==> src/rtl/evt_regif_pkg.sv <==
package evt_regif_pkg;
  typedef enum logic [2:0] {
    TGT_NONE,
    TGT_CAP,
    TGT_CTRL,
    TGT_STAT,
    TGT_CNT,
    TGT_CHAN
  } tgt_e;

  localparam logic [31:0] TICK_FS = 32'd16_000_000;
endpackage

==> src/rtl/evt_regif_decode.sv <==
module evt_regif_decode
  import evt_regif_pkg::*;
#(
  parameter int AW  = 10,
  parameter int NCH = 3,
  localparam int CHW = (NCH > 1) ? $clog2(NCH) : 1
) (
  input  logic [AW-1:0]  addr,
  input  logic [3:0]     len,
  output tgt_e           tgt,
  output logic [CHW-1:0] ch_idx,
  output logic [1:0]     ch_code,
  output logic           reject
);
  localparam int WW = AW - 3;
  localparam logic [WW-1:0] W_CAP  = WW'(0);
  localparam logic [WW-1:0] W_CTRL = WW'(2);
  localparam logic [WW-1:0] W_STAT = WW'(4);
  localparam logic [WW-1:0] W_CNT  = WW'(30);
  localparam logic [WW-1:0] W_CHB  = WW'(32);

  logic [WW-1:0] word;
  logic [WW-1:0] relw;
  logic [3:0]    lmask;

  assign word    = addr[AW-1:3];
  assign relw    = word - W_CHB;
  assign lmask   = len - 4'd1;
  assign reject  = (len > 4'd8) || ((addr[3:0] & lmask) != 4'd0);
  assign ch_idx  = relw[2 +: CHW];
  assign ch_code = relw[1:0];

  always_comb begin
    tgt = TGT_NONE;
    if (word == W_CAP)       tgt = TGT_CAP;
    else if (word == W_CTRL) tgt = TGT_CTRL;
    else if (word == W_STAT) tgt = TGT_STAT;
    else if (word == W_CNT)  tgt = TGT_CNT;
    else if (word >= W_CHB && int'(relw[WW-1:2]) < NCH && relw[1:0] != 2'd3)
      tgt = TGT_CHAN;
  end
endmodule

==> src/rtl/evt_regif_lanes.sv <==
module evt_regif_lanes (
  input  logic [2:0]  off,
  input  logic [3:0]  len,
  input  logic [63:0] cur,
  input  logic [63:0] wdata,
  output logic [63:0] rd_val,
  output logic [63:0] wr_val
);
  logic [63:0] down;
  logic [63:0] up;

  assign down = cur >> {off, 3'b000};
  assign up   = wdata << {off, 3'b000};

  always_comb begin
    for (int b = 0; b < 8; b++) begin
      rd_val[b*8 +: 8] = (b < int'(len)) ? down[b*8 +: 8] : 8'h00;
      wr_val[b*8 +: 8] = (b >= int'(off) && b < int'(off) + int'(len))
                         ? up[b*8 +: 8] : cur[b*8 +: 8];
    end
  end
endmodule

==> src/rtl/evt_regif_counter.sv <==
module evt_regif_counter #(
  parameter int CW = 64
) (
  input  logic          clk,
  input  logic          rst_n,
  input  logic          run,
  input  logic          tick,
  input  logic          load,
  input  logic [CW-1:0] load_val,
  output logic [CW-1:0] count
);
  always_ff @(posedge clk or negedge rst_n) begin
    if (!rst_n)           count <= '0;
    else if (load)        count <= load_val;
    else if (run && tick) count <= count + CW'(1);
  end
endmodule

==> src/rtl/evt_tmr_regif.sv <==
module evt_tmr_regif
  import evt_regif_pkg::*;
#(
  parameter int AW  = 10,
  parameter int NCH = 3
) (
  input  logic              clk,
  input  logic              rst_n,
  input  logic              tick_en,
  input  logic              req_valid,
  input  logic              req_write,
  input  logic [AW-1:0]     req_addr,
  input  logic [3:0]        req_len,
  input  logic [63:0]       req_wdata,
  output logic              rsp_valid,
  output logic [63:0]       rsp_data,
  output logic              gen_enable,
  output logic              legacy_route,
  output logic [63:0]       main_count,
  output logic              cnt_rearm,
  input  logic [NCH-1:0]    status_in,
  output logic              ch_wr_stb,
  output logic [NCH-1:0]    ch_sel,
  output logic [1:0]        ch_reg,
  output logic [63:0]       ch_wdata,
  input  logic [NCH*64-1:0] ch_rdata
);
  localparam int CHW = (NCH > 1) ? $clog2(NCH) : 1;
  localparam logic [63:0] CAP_WORD =
    {TICK_FS, 16'h8086, 1'b1, 1'b0, 1'b1, 5'(NCH - 1), 8'h01};

  tgt_e           tgt;
  logic [CHW-1:0] ch_idx;
  logic           reject;
  logic [63:0]    cur_val, rd_val, wr_val;
  logic [1:0]     ctrl_q;
  logic           wr_ok, cnt_load;

  evt_regif_decode #(.AW(AW), .NCH(NCH)) u_dec (
    .addr(req_addr), .len(req_len), .tgt(tgt),
    .ch_idx(ch_idx), .ch_code(ch_reg), .reject(reject)
  );

  always_comb begin
    case (tgt)
      TGT_CAP:  cur_val = CAP_WORD;
      TGT_CTRL: cur_val = {62'd0, ctrl_q};
      TGT_STAT: cur_val = 64'(status_in);
      TGT_CNT:  cur_val = main_count;
      TGT_CHAN: cur_val = ch_rdata[ch_idx*64 +: 64];
      default:  cur_val = 64'd0;
    endcase
  end

  evt_regif_lanes u_lanes (
    .off(req_addr[2:0]), .len(req_len), .cur(cur_val),
    .wdata(req_wdata), .rd_val(rd_val), .wr_val(wr_val)
  );

  assign wr_ok     = req_valid && req_write && !reject;
  assign cnt_load  = wr_ok && (tgt == TGT_CNT);
  assign ch_wr_stb = wr_ok && (tgt == TGT_CHAN);
  assign ch_wdata  = wr_val;

  always_comb begin
    ch_sel = '0;
    if (ch_wr_stb) ch_sel[ch_idx] = 1'b1;
  end

  evt_regif_counter #(.CW(64)) u_cnt (
    .clk(clk), .rst_n(rst_n), .run(ctrl_q[0]), .tick(tick_en),
    .load(cnt_load), .load_val(wr_val), .count(main_count)
  );

  always_ff @(posedge clk or negedge rst_n) begin
    if (!rst_n) begin
      ctrl_q    <= 2'b00;
      rsp_valid <= 1'b0;
      rsp_data  <= '0;
      cnt_rearm <= 1'b0;
    end else begin
      if (wr_ok && tgt == TGT_CTRL) ctrl_q <= wr_val[1:0];
      rsp_valid <= req_valid && !req_write;
      if (req_valid && !req_write) rsp_data <= reject ? '1 : rd_val;
      cnt_rearm <= cnt_load && ctrl_q[0];
    end
  end

  assign gen_enable   = ctrl_q[0];
  assign legacy_route = ctrl_q[1];
endmodule

==> config.mk <==
export PLATFORM = sky130hd
export DESIGN_NAME = evt_tmr_regif
export DESIGN_NICKNAME = d
export VERILOG_FILES = /design/src/rtl/evt_regif_pkg.sv /design/src/rtl/evt_regif_decode.sv /design/src/rtl/evt_regif_lanes.sv /design/src/rtl/evt_regif_counter.sv /design/src/rtl/evt_tmr_regif.sv
export SDC_FILE = /design/constraint.sdc
export NUM_CORES = 1
export LEC_CHECK = 0
export BUFFER_PORTS_ARGS = -buffer_cell sky130_fd_sc_hd__buf_4
export CAP_MARGIN = 15
export CELL_PAD_IN_SITES_DETAIL_PLACEMENT = 1
export CELL_PAD_IN_SITES_GLOBAL_PLACEMENT = 1
export CORE_AREA = 2 2 189 191
export CTS_CLUSTER_SIZE = 28
export DETAILED_ROUTE_END_ITERATION = 8
export DIE_AREA = 0 0 191 193
export MAX_ROUTING_LAYER = met4
export PLACE_DENSITY = 0.91
export SETUP_SLACK_MARGIN = 0.5
export SLEW_MARGIN = 20
export SYNTH_ARGS = -nofsm -noshare
export SYNTH_HDL_FRONTEND = slang
export SYNTH_SLANG_ARGS = --single-unit
==> constraint.sdc <==
create_clock -name clk -period 2.9 [get_ports clk]
set_input_delay 0.145 -clock clk [delete_from_list [all_inputs] [get_ports clk]]
set_output_delay 0.145 -clock clk [all_outputs]
set_load 0.005 [all_outputs]
Word level (Yosys, flattened, before mapping). Cells that the tools add are included. W data, S select, Z words.

Register bits: 132. Output and inout port bits: 202.

$add $sub $neg: 4. Magnitude comparators: 28. Equality and inequality tests: 9. Shifts and indexed selects: 3. Multiplexer cells: 28. Bitwise logic cells: 1. Reductions and logical operators: 24.

Operators with widths (count): $pmux W64 S5 (1); $mux W64 (3); $shiftx A192 B9 Y64 (1); $lt A4 B32 Y1 const A (4); $mux W8 (16); $add A64 B1 Y64 const B (1); $lt A3 B32 Y1 const A (2); $shl A64 B6 Y64 (1); $shr A64 B6 Y64 (1); $lt A1 B32 Y1 const A (1); $lt A2 B32 Y1 const A (1); $logic_and A1 B1 Y1 (18); $mux W3 (6); $lt A3 B4 Y1 const A (4); $ge A3 B3 Y1 const A (3); $lt A1 B4 Y1 const A (2); $lt A2 B4 Y1 const A (2); $eq A7 B2 Y1 const B (1); $eq A7 B3 Y1 const B (1); $eq A7 B5 Y1 const B (1); $ge A7 B6 Y1 const B (1); $logic_not A7 Y1 (1); $sub A7 B6 Y7 const B (1); $eq A3 B2 Y1 const B (2); 18 further kinds (22).

Longest topological paths before layout. Gate-level depths: netlist of the first run.

Depth after elaboration: 14. Gate-level depth with buffers: 11. Gate-level depth less buffers: 9.

By module. Synthesis of the first run repeated with hierarchy kept, for this count alone.

Cells, all modules: 1659. Area, all modules: 13480.4 um^2.

By module, submodules not included: evt_tmr_regif (times used 1, cells each 558, area an instance 4804.6 um^2, sequential area each 1701.6 um^2); evt_regif_lanes (times used 1, cells each 604, area an instance 4553.1 um^2, sequential area each 0.0 um^2); evt_regif_counter (times used 1, cells each 466, area an instance 3922.5 um^2, sequential area each 1601.5 um^2); evt_regif_decode (times used 1, cells each 31, area an instance 200.2 um^2, sequential area each 0.0 um^2).

Worst setup path before layout of the first run. No wires, ideal clock.

Path kind: input port to flip-flop. Start: in req_addr[1]. End: reg u_cnt.count[24]. Data arrival time: 2.469 ns. Slack: 0.307 ns. Stages on the path: 9. Path buffers: 1. Cell sequence: ha_1 > a21o_1 > and4b_1 > o21ai_1 > buf_4 > nor2_1 > nor2_1 > mux2_2 > mux2_2.

Elaborated cells between the ends (all ways): 14. Those cells by class: add/sub: 1; order compare: 2; shift: 1; mux: 2; bitwise: 1; reduce/logical: 7.

RTL lines: start: declaration (line evt_tmr_regif.sv:12) `input logic [AW-1:0] req_addr,`; $add A3 B4 Y5 (line evt_regif_lanes.sv:18) `wr_val[b*8 +: 8] = (b >= int'(off) && b < int'(off) + int'(len))`; $lt A3 B32 Y1 (line evt_regif_lanes.sv:18); $logic_and A1 B1 Y1 (line evt_regif_lanes.sv:18); $mux W8 (*) (line evt_regif_lanes.sv:19) `? up[b*8 +: 8] : cur[b*8 +: 8];`; named net ch_wdata[24] (line evt_tmr_regif.sv:25) `output logic [63:0] ch_wdata,`; $mux W64 (*) (line evt_regif_counter.sv:14) `else if (load) count <= load_val;`; end signal: assignment (line evt_regif_counter.sv:14); end signal: assignment (line evt_regif_counter.sv:15) `else if (run && tick) count <= count + CW'(1);`; end: declaration (line evt_regif_counter.sv:10) `output logic [CW-1:0] count`.

The timed path passes the listed nets; every way through them passes the cells marked *. A chain may end at the register's enable or synchronous reset.

Final worst setup path of the first run.
Start: in req_len[0]. End: out ch_wdata[23].

Longest elaborated chain between the ends: 4.

RTL lines: start: declaration (line evt_tmr_regif.sv:13) `input logic [3:0] req_len,`; $add A3 B4 Y5 (line evt_regif_lanes.sv:18); $lt A3 B32 Y1 (line evt_regif_lanes.sv:18); $logic_and A1 B1 Y1 (line evt_regif_lanes.sv:18); $mux W8 (line evt_regif_lanes.sv:19); end: declaration (line evt_tmr_regif.sv:25).

No other way between the ends.

==> summary.md, run 1 <==
| Metric | Value |
|---|---|
| Nets@finish | `2,392` |
| Max Clk Rate | `0.399 GHz` |
| Worst-path clk slew | `0.07 ns` |
| Status | `complete, no violations` |
| Top Ports | `480` |
| H-tree levels | `4` |
| First DRT Iteration DRCs | `1,457` |
| R2R Path End | `u_cnt.count[24]` |
| Minimum clock period | `2.50 ns` |
| RSZ-0062 raised after global routing | `true` |
| Warnings, synthesis | `0` |
| Total CTS buffers | `17` |
| Post-synth EDFFs | `0` |
| Layout area overhead | `58.2%` |
| DIE WIDTH | `191 um` |
| CP Max Fanout | `6` |
| Final Hold Vio Count | `0` |
| Post-Synthesis Cell Area | `12,400 um2` |
| Clock Skew | `0.0152 ns` |
| Starting Density | `35.6%` |
| Most common cell after layout, fill and taps aside | `buf_4` |
| Worst slew margin | `34.7%` |
| Main synth FF type | `dfrtp_1` |
| DIE AREA | `36,900 um2` |
| Post-route ant nets | `0` |
| Cell taking the most area after synthesis | `dfrtp_1` |
| Commonest non-fill, non-tap cells in the layout | `buf_4, mux2i_1, nand2_1` |
| Leakage Power | `8.88 nW` |
| Final setup fails | `0` |
| Hold Crit Class | `in2reg` |
| Largest buffer count on any clock path | `2` |
| Critical path required time | `2.76 ns` |
| Crit path arrival time | `2.36 ns` |
| Reg-to-Reg Start | `u_cnt.count[4]` |
| Initial antenna violation count | `11` |
| IO buf count | `479` |
| Register area share after synthesis | `26.6%` |
| Hpwl dp | `66.2 mm` |
| CP endpoint kind | `output pin` |
| Root buf cell | `clkbuf_16` |
| Reg-to-reg slack, setup | `0.50 ns` |
| Kind of critical path | `in2out` |
| Max-cap violation count | `0` |
| Vias in the first global route | `16,545` |
| Worst-Skew Late Latency | `0.46 ns` |
| Global route overflow | `0` |
| Max VDD drop | `0.000456 V` |
| First-pass GRT wire length | `116 mm` |
| Core area | `35,000 um2` |
| Slew Viols, Final | `0` |
| Die height | `193 um` |
| CTS tree | `done` |
| Worst setup SP type | `input pin` |
| Hold Startpoint | `req_wdata[2]` |
| Clock sinks | `132` |
| Post-route setup TNS | `0 ns` |
| Ys async rst share | `100%` |
| Row cnt | `69` |
| Worst slew pin tran | `0.979 ns` |
| Core Util, Final | `56.3%` |
| DRC errors left | `0` |
| Tcrit/Tclk final | `86.4%` |
| Placer Congestion | `1.04` |
| R2R cell count | `9` |
| Hold worst-path end | `u_cnt.count[2]` |
| Post-Syn Instances | `1,480` |
| Flops & latches, synth | `132` |
| Layout cells sized above 1 | `44.9%` |
| Total Wirelength | `83.8 mm` |
| Ranking of synthesized cells by area | `dfrtp_1, mux2i_1, mux2_2, nand2_1, nor2_1` |
| Detail-routed net length per standard cell | `32.3 um` |
| Netlist cell types | `73` |
| Via Count | `16,036` |
| Drt first pass iters | `5` |
| Worst hold path depth | `4` |
| Pwr dens | `380 nW/um2` |
| Setup crit start | `req_len[0]` |
| Overall routing resource usage | `45.2%` |
| Syn Nets | `1,767` |
| Syn_area_per_cell | `8.40 um2` |
| Share of Yosys cell area claimed by the top area cell type | `26.6%` |
| Largest net degree at the start of global routing | `133` |
| Via/cell ratio | `6.19` |
per-layer routing:
metal | part of all wire, % | wire [um] | GRT usage, % | up-vias
met5 | 0 | 0 | - | -
met4 | 6.5 | 5440 | 25.8 | 0
met3 | 9.0 | 7550 | 10.8 | 257
met2 | 46 | 38900 | 72.2 | 944
met1 | 38 | 31900 | 52.2 | 8062
li1 | - | - | - | 6773
synth_stat cells, types with 7 or more instances:
library cell,number
mux2_2,52
and2_1,12
dfrtp_1,132
buf_1,13
buf_2,28
xnor2_1,32
inv_1,31
clkbuf_1,74
nand2b_1,11
xor2_1,33
o211ai_1,7
and3_1,18
mux4_2,23
a21oi_1,85
o221ai_1,13
nor2_1,141
o22ai_1,32
a22oi_1,31
nand4_1,13
o22a_1,11
a2bb2oi_1,24
o21a_1,12
nor3_1,24
o21ai_1,24
a221oi_1,13
mux2i_1,168
nor2b_1,16
ha_1,8
o21ai_0,92
o2bb2ai_1,38
nand3_1,32
nand2_1,141
a211oi_1,21
worst max path at each step:
stage                endpoint  slack (ns)  cells after the start
5_1_grt          ch_wdata[17]        0.37                     11
4_1_cts          ch_wdata[17]        0.47                     11
2_1_floorplan  u_cnt.count[0]        0.37                      8
3_3_place_gp        ctrl_q[1]       -0.04                      9
3_5_place_dp     ch_wdata[53]       -0.04                     10
6_report         ch_wdata[23]        0.40                     11
cell type report:
cell class	instances	area, um2
Fill cell	4103	15300
Multi-Input combinational cell	1197	9130
Timing Repair Buffer	725	5890
Sequential cell	132	3320
Tap cell	461	577
Clock buffer	20	457
Clock inverter	12	144
Inverter	32	120
Antenna cell	12	30.0
power by group:
part | leakage (nW) | switching, mW | internal [mW]
logic | 7.08 | 1.56 | 1.44
registers | 1.51 | 0.150 | 2.00
clock network | 0.290 | 0.989 | 1.33
sequential cells by signal, summed over array words and instances, names as in the netlist:
register / flops
u_cnt.count: 64
rsp_data: 64
ctrl_q: 2
cnt_rearm: 1
rsp_valid: 1
worst max-delay path, cell delays in order:
cell and delay (ns):
buf_8 0.11, ha_4 0.16, fa_2 0.35, and4b_1 0.31
o21ai_2 0.11, buf_6 0.18, o31ai_4 0.21, buf_4 0.17
buf_12 0.13, mux2_4 0.34, buf_6 0.13
kinds of logic (layout without fill, tap and decap cells):
kind of cell             after synthesis  after routing  share of synthesized area, %
AND/OR/NAND/NOR                      432            432                          16.1
flip-flops                           132            132                          26.6
multiplexers                         244            244                          22.6
XOR/XNOR                              65             65                          4.58
AO/OA/AOI/OAI                        447            447                          24.3
adder cells (fa/ha/maj)                9              9                         0.966
other                                  0             12                             0
buffers and inverters                151            789                          4.96
repair_timing:
item,CTS,global route
endpoints found under the hold margin,132,0
hold buffers,1,0
setup buffers,21,33
gates resized for setup,101,90
gates cloned,2,3
pin swaps,12,14
endpoints found under the setup margin,99,112
metrics by stage:
stage | instances | power (mW) | cell area, um2 | setup slack (ns) | hold slack (ns)
2_1_floorplan | 1480 | 3.18 | 12400 | 0.365 | -0.151
3_3_place_gp | 2487 | 4.75 | 17800 | -0.0432 | 0.338
3_5_place_dp | 2487 | 4.81 | 17800 | -0.0393 | 0.357
4_1_cts | 2543 | 7.27 | 19000 | 0.469 | 0.0823
5_1_grt | 2590 | 7.68 | 19700 | 0.370 | 0.126
6_report | 2591 | 7.47 | 19700 | 0.395 | 0.0957
Note: power is estimated with default switching activity, not from simulation.
==> run 2: changes to the inputs <==
GPL_TIMING_DRIVEN = 0   (was not set)
==> run 2 against run 1 <==
  * Critical endpoint is now ch_sel[0]
  * Core utilization increased by 1.4 points
  * Flip-flop and latch count unchanged
  * Maximum frequency about the same
  * Register-to-register slack got worse by 0.05 ns
  * Cell count is 0.27% lower
  * Hold slack about the same
  * Wire length is 10% higher
==> summary.md, run 2 (synthesized netlist as in run 1, its figures left out) <==
| Metric | Value |
|---|---|
| Status | `complete, no violations (unchanged)` |
| Setup crit start | `req_addr[3] (was req_len[0])` |
| CTS tree | `done (unchanged)` |
| Hold Crit Class | `in2reg (unchanged)` |
| Most common cell after layout, fill and taps aside | `buf_4 (unchanged)` |
| Commonest non-fill, non-tap cells in the layout | `buf_4, nand2_1, nor2_1 (was buf_4, mux2i_1, nand2_1)` |
| Placer Congestion | `1.04 (about the same)` |
| Largest buffer count on any clock path | `2 (unchanged)` |
| Final Hold Vio Count | `0 (unchanged)` |
| Post-route ant nets | `0 (unchanged)` |
| Max-cap violation count | `0 (unchanged)` |
| CP bufs+invs | `4 (was 5)` |
| Worst slew pin tran | `1.24 ns (was 0.979 ns)` |
| Worst setup SP type | `input pin (unchanged)` |
| Worst slew margin | `16.6% (was 34.7%)` |
| Slew Viols, Final | `0 (unchanged)` |
| Worst path top cell family by delay | `simple AND/OR/NAND/NOR gates (was buffers and inverters)` |
| Critical path required time | `2.76 ns (about the same)` |
| Hold Startpoint | `tick_en (was req_wdata[2])` |
| Clock Skew | `0.0172 ns (was 0.0152 ns)` |
| Final setup fails | `0 (unchanged)` |
| Top Ports | `480 (unchanged)` |
| Layout cells sized above 1 | `47.6% (was 44.9%)` |
| First-pass GRT wire length | `125 mm (was 116 mm)` |
| DRC errors left | `0 (unchanged)` |
| Overall routing resource usage | `49.8% (was 45.2%)` |
| Starting Density | `35.6% (unchanged)` |
| Slowest cell on the critical path | `or3_1 (was fa_2)` |
| Worst-Skew Late Latency | `0.48 ns (was 0.46 ns)` |
| Slowest cell delay on critical path | `0.51 ns (was 0.35 ns)` |
| DIE WIDTH | `191 um (unchanged)` |
| Placed cell areas | `16,700 um2 (was 17,800 um2)` |
| Row cnt | `69 (unchanged)` |
| Max VDD drop | `0.000438 V (was 0.000456 V)` |
| Nets@finish | `2,390 (was 2,392)` |
| CP endpoint kind | `output pin (unchanged)` |
| Minimum clock period | `2.51 ns (was 2.50 ns)` |
| Via/cell ratio | `6.62 (was 6.19)` |
| Total power draw | `7.76 mW (was 7.47 mW)` |
| IO buf count | `476 (was 479)` |
| Biggest regs | `rsp_data: 64 flops, u_cnt.count: 64 flops, ctrl_q: 2 flops (unchanged)` |
| Cell mode on critical path | `buf_4 (was buf_6)` |
| Crit path arrival time | `2.36 ns (about the same)` |
| Largest net degree at the start of global routing | `75 (was 133)` |
| Via Count | `17,097 (was 16,036)` |
| Leakage Power | `8.73 nW (was 8.88 nW)` |
| Drt first pass iters | `5 (unchanged)` |
| Tcrit/Tclk final | `86.4% (about the same)` |
| Max Clk Rate | `0.399 GHz (about the same)` |
| Kind of critical path | `in2out (unchanged)` |
| Core Util, Final | `57.7% (was 56.3%)` |
| Global route overflow | `0 (unchanged)` |
| Total CTS buffers | `17 (unchanged)` |
| RSZ-0062 raised after global routing | `true (unchanged)` |
| Reg-to-Reg Start | `u_cnt.count[19] (was u_cnt.count[4])` |
| Detail-routed net length per standard cell | `35.7 um (was 32.3 um)` |
| Initial antenna violation count | `7 (was 11)` |
| Core area | `35,000 um2 (unchanged)` |
| Layout area overhead | `62.1% (was 58.2%)` |
| H-tree levels | `4 (unchanged)` |
| Fillers | `4,013 (was 4,103)` |
| First DRT Iteration DRCs | `2,120 (was 1,457)` |
| Total Wirelength | `92.2 mm (was 83.8 mm)` |
| Hpwl dp | `71.2 mm (was 66.2 mm)` |
| Fin area | `20,200 um2 (was 19,700 um2)` |
| Clock sinks | `132 (unchanged)` |
| Root buf cell | `clkbuf_16 (unchanged)` |
| DIE AREA | `36,900 um2 (unchanged)` |
| Pwr dens | `385 nW/um2 (was 380 nW/um2)` |
| Die height | `193 um (unchanged)` |
| CP Max Fanout | `10 (was 6)` |
| Cell Chain, Critical Path | `buf_4 -> nand2_1 -> nand4_1 -> clkbuf_2 -> clkbuf_4 -> or3_1 -> nor3_1 -> buf_4 (was buf_8 -> ha_4 -> fa_2 -> and4b_1 -> o21ai_2 -> buf_6 -> o31ai_4 -> buf_4 -> buf_12 -> mux2_4 -> buf_6)` |
| Vias in the first global route | `17,115 (was 16,545)` |
| Worst-path clk slew | `0.06 ns (was 0.07 ns)` |
## run 2: cell count changes in the layout (fill, tap and decap cells not counted), moves of 12 or more
cell,previous run,this run
a21oi_1,74,62
a22oi_1,28,5
a22oi_2,3,26
buf_4,661,567
buf_6,40,57
clkbuf_1,1,31
clkbuf_2,0,28
mux2i_1,147,117
mux2i_4,11,30
o21ai_0,90,77
## run 2: area by class of cell
cell class	count	area [um2]	share of cell area [%]
inverters	32	120	0.596
well taps	461	577	2.86
multi-input cells	1198	9920	49.2
plain buffers	119	777	3.85
clock inverters	12	129	0.639
diodes	7	17.5	0.0869
flip-flops and latches	132	3330	16.5
clock buffers	20	457	2.26
repair buffers	603	4840	24.0
## run 2: per-layer routing
layer / global-route usage [%] / vias up / routed length [um] / share of wire [%]
met5: - / - / 0 / 0
met4: 29.6 / 0 / 6770 / 7.3
met3: 11.4 / 388 / 10300 / 11
met2: 76.1 / 1393 / 40900 / 44
met1: 60.1 / 8531 / 34200 / 37
li1: - / 6785 / - / -
## run 2: tightest hold or removal path, delay by kind of cell
kind / cells / cell delay [ns]
compound gates: 2 / 0.22
simple gates: 1 / 0.07
buf+inv: 1 / 0.10
## run 2: worst paths after layout
| check | to | slack [ns] | cells after the start |
|---|---|---|---|
| setup reg to reg | u_cnt.count[43] | 0.45 | 10 |
| hold / removal | u_cnt.count[1] | 0.1 | 4 |
| hold reg to reg | rsp_data[39] | 0.50 | 1 |
| max in group asynchronous | u_cnt.count[23] | 1.79 | 3 |
| min in group asynchronous | rsp_data[63] | 0.29 | 2 |
| setup / recovery | ch_sel[0] | 0.39 | 8 |
## run 2: where the power goes
group          internal [mW]  leakage, nW  switching (mW)
Clock                   1.31        0.283           0.989
Sequential              2.01         1.50           0.144
Combinational           1.55         6.95            1.76
Total                   4.87         8.73            2.90
## run 2: through the flow
step                      std cells  setup WS (ns)  hold slack [ns]  TNS [ns]
after detailed placement       2421         -0.916            0.177    -74.74
after floorplan                1480          0.365           -0.151         0
after global placement         2417          -1.00            0.479    -73.37
after global routing           2584          0.390            0.145         0
after CTS                      2516          0.406           0.0854         0
final                          2584          0.394           0.0952         0
## run 2: repair_timing
action                                  CTS  global route
hold endpoints to repair                 73             0
setup buffers                            58            61
cloned                                    4             0
pin swaps                                34            19
gates resized for setup                 345           148
endpoints found under the setup margin  191           159
hold buffers                              1             0
==> run 3: changes to the inputs <==
BUFFER_PORTS_ARGS = not set   (was -buffer_cell sky130_fd_sc_hd__buf_4)
CORE_AREA = 2 2 185 187   (was 2 2 189 191)
DIE_AREA = 0 0 187 189   (was 0 0 191 193)
DONT_BUFFER_PORTS = 1   (was not set)
PLACE_DENSITY = 0.77   (was 0.91)
==> run 3 against run 2 <==
  * The flow now finishes with violations (hold timing)
  * Sequential power grew 4%
  * Via count shrank 17%
  * Wire length shrank 12%
==> summary.md, run 3 (synthesized netlist as in run 1, its figures left out) <==
| Metric | Value |
|---|---|
| Status | `finished, violations left (was complete, no violations)` |
| Failing checks | `hold timing` |
| Hold Crit Class | `in2async (was in2reg)` |
| Fin area | `15,100 um2 (was 20,200 um2)` |
| Layout area overhead | `21.4% (was 62.1%)` |
| Post-route setup TNS | `0 ns (unchanged)` |
| Worst slew pin tran | `1.08 ns (was 1.24 ns)` |
| Top Ports | `480 (unchanged)` |
| Drt first pass iters | `5 (unchanged)` |
| Core Util, Final | `45.4% (was 57.7%)` |
| Final setup fails | `0 (unchanged)` |
| Leakage Power | `5.80 nW (was 8.73 nW)` |
| Switching pwr | `2.42 mW (was 2.90 mW)` |
| Slowest cell delay on critical path | `0.61 ns (was 0.51 ns)` |
| Cell Chain, Critical Path | `clkbuf_1 -> nand2_1 -> clkbuf_1 -> o22ai_1 -> nor2_1 -> a21oi_2 (was buf_4 -> nand2_1 -> nand4_1 -> clkbuf_2 -> clkbuf_4 -> or3_1 -> nor3_1 -> buf_4)` |
| R2R cell count | `8 (was 10)` |
| Die height | `189 um (was 193 um)` |
| Clock Skew | `0.0142 ns (was 0.0172 ns)` |
| Via Count | `14,215 (was 17,097)` |
| Starting Density | `37.4% (was 35.6%)` |
| First-pass GRT wire length | `112 mm (was 125 mm)` |
| Largest buffer count on any clock path | `2 (unchanged)` |
| Post-route insts no fill | `2,013 (was 2,584)` |
| Worst path top cell family by delay | `buffers and inverters (was simple AND/OR/NAND/NOR gates)` |
| Worst slew margin | `27.6% (was 16.6%)` |
| Crit path arrival time | `2.33 ns (was 2.36 ns)` |
| Reg-to-reg slack, setup | `0.45 ns (about the same)` |
| Sw frac | `37.7% (was 37.3%)` |
| Total Wirelength | `80.9 mm (was 92.2 mm)` |
| Worst-Skew Late Latency | `0.47 ns (was 0.48 ns)` |
| RSZ-0062 raised after global routing | `true (unchanged)` |
| First DRT Iteration DRCs | `1,797 (was 2,120)` |
| Most common cell after layout, fill and taps aside | `nand2_1 (was buf_4)` |
| Biggest regs | `rsp_data: 64 flops, u_cnt.count: 64 flops, ctrl_q: 2 flops (unchanged)` |
| CP Max Fanout | `10 (unchanged)` |
| Vias in the first global route | `14,428 (was 17,115)` |
| Dpl ws | `-0.958 ns (was -0.916 ns)` |
| Initial antenna violation count | `11 (was 7)` |
| Clock sinks | `132 (unchanged)` |
| Final Hold Vio Count | `132 (was 0)` |
| Detail-routed net length per standard cell | `40.2 um (was 35.7 um)` |
| Placer Congestion | `1.03 (was 1.04)` |
| Worst-path clk slew | `0.06 ns (about the same)` |
| Fillers | `3,938 (was 4,013)` |
| Clock Power Share | `35.1% (was 29.6%)` |
| H-tree levels | `4 (unchanged)` |
| CP bufs+invs | `2 (was 4)` |
| Global route overflow | `0 (unchanged)` |
| Core area | `33,300 um2 (was 35,000 um2)` |
| IO buf count | `0 (was 476)` |
| CTS Hold Buffers Added | `5 (was 1)` |
| Final worst slack | `0.423 ns (was 0.394 ns)` |
| DRC errors left | `0 (unchanged)` |
| Placed cell areas | `13,000 um2 (was 16,700 um2)` |
| R2R Path End | `u_cnt.count[46] (was u_cnt.count[43])` |
| Critical path required time | `2.76 ns (about the same)` |
| Tcrit/Tclk final | `85.4% (was 86.4%)` |
| Kind of critical path | `in2out (unchanged)` |
| Overall routing resource usage | `46.2% (was 49.8%)` |
| Cell mode on critical path | `clkbuf_1 (was buf_4)` |
| Cells after DPL | `1,928 (was 2,421)` |
| Nets@finish | `1,829 (was 2,390)` |
| Worst setup SP type | `input pin (unchanged)` |
| Largest net degree at the start of global routing | `133 (was 75)` |
| Slowest cell on the critical path | `o22ai_1 (was or3_1)` |
| Total CTS buffers | `17 (unchanged)` |
| Total power draw | `6.41 mW (was 7.76 mW)` |
| Minimum clock period | `2.48 ns (was 2.51 ns)` |
| DIE WIDTH | `187 um (was 191 um)` |
| CTS tree | `done (unchanged)` |
| Slew Viols, Final | `0 (unchanged)` |
| Post-route ant nets | `0 (unchanged)` |
| Root buf cell | `clkbuf_16 (unchanged)` |
| Max Clk Rate | `0.404 GHz (was 0.399 GHz)` |
| DIE AREA | `35,300 um2 (was 36,900 um2)` |
| Reg-to-Reg Start | `u_cnt.count[30] (was u_cnt.count[19])` |
| Commonest non-fill, non-tap cells in the layout | `nand2_1, mux2i_1, nor2_1 (was buf_4, nand2_1, nor2_1)` |
| CP endpoint kind | `output pin (unchanged)` |
| Row cnt | `67 (was 69)` |
| Layout cells sized above 1 | `24.8% (was 47.6%)` |
| Reg power frac | `35.0% (was 27.7%)` |
| Max VDD drop | `0.000444 V (was 0.000438 V)` |
| Internal power | `3.99 mW (was 4.87 mW)` |
| Via/cell ratio | `7.06 (was 6.62)` |
| Max-cap violation count | `0 (unchanged)` |
| Pwr dens | `425 nW/um2 (was 385 nW/um2)` |
| Final hold slack | `-0.625 ns (was 0.0952 ns)` |
| Hpwl dp | `64.6 mm (was 71.2 mm)` |
| Combinational share of power | `29.9% (was 42.6%)` |
-- run 3: cell count changes in the layout (fill, tap and decap cells not counted), sizes merged --
cell,before,now
o21ai,118,117
inv,34,37
clkinvlp,3,1
clkbuf,90,98
diode,7,11
dlygate4sd3,1,5
buf,651,77
-- run 3: repair_timing --
action / 4_1_cts / 5_1_grt
cloned: 0 / 1
endpoints found under the hold margin: 137 / 132
setup buffers: 25 / 12
pin swaps: 15 / 13
setup endpoints to repair: 189 / 140
gates resized for setup: 192 / 103
-- run 3: power by group through the flow --
stage / logic [mW] / clock network [mW] / registers (mW)
after floorplan: 1.01 / 0 / 2.17
after global routing: 1.97 / 2.32 / 2.25
after CTS: 1.76 / 2.24 / 2.24
after global placement: 1.56 / 0 / 2.25
after detailed placement: 1.60 / 0 / 2.26
final: 1.92 / 2.25 / 2.24
-- run 3: metal layers --
metal  part of all wire [%]  vias to the layer above  track usage, %  routed length, um
li1                       -                     5672               -                  -
met1                     38                     7149            56.4              30800
met2                     44                     1146            69.9              36000
met3                     12                      248            14.4               9800
met4                    5.4                        0            21.4               4400
met5                      0                        -               -                  0
-- run 3: layout make-up --
cell class	instances	area (um2)	share of cell area (%)
plain buffers	119	684	4.53
inverters	32	120	0.796
flip-flops and latches	132	3320	22.0
repair buffers	43	450	2.98
multi-input cells	1197	9350	61.9
diodes	11	27.5	0.182
clock buffers	18	429	2.84
clock inverters	13	151	1.00
well taps	448	561	3.71
-- run 3: how the worst max path moves through the flow --
| stage | endpoint | startpoint | slack (ns) | cells after the start |
|---|---|---|---|---|
| final | ch_wdata[44] | req_addr[2] | 0.42 | 6 |
| after global routing | u_cnt.count[55] | u_cnt.count[20] | 0.39 | 9 |
| after CTS | ch_wdata[34] | req_addr[5] | 0.44 | 6 |
| after detailed placement | rsp_data[13] | req_addr[6] | -0.96 | 9 |
| after global placement | rsp_data[13] | req_addr[6] | -0.91 | 9 |
| after floorplan | u_cnt.count[0] | req_addr[0] | 0.37 | 8 |
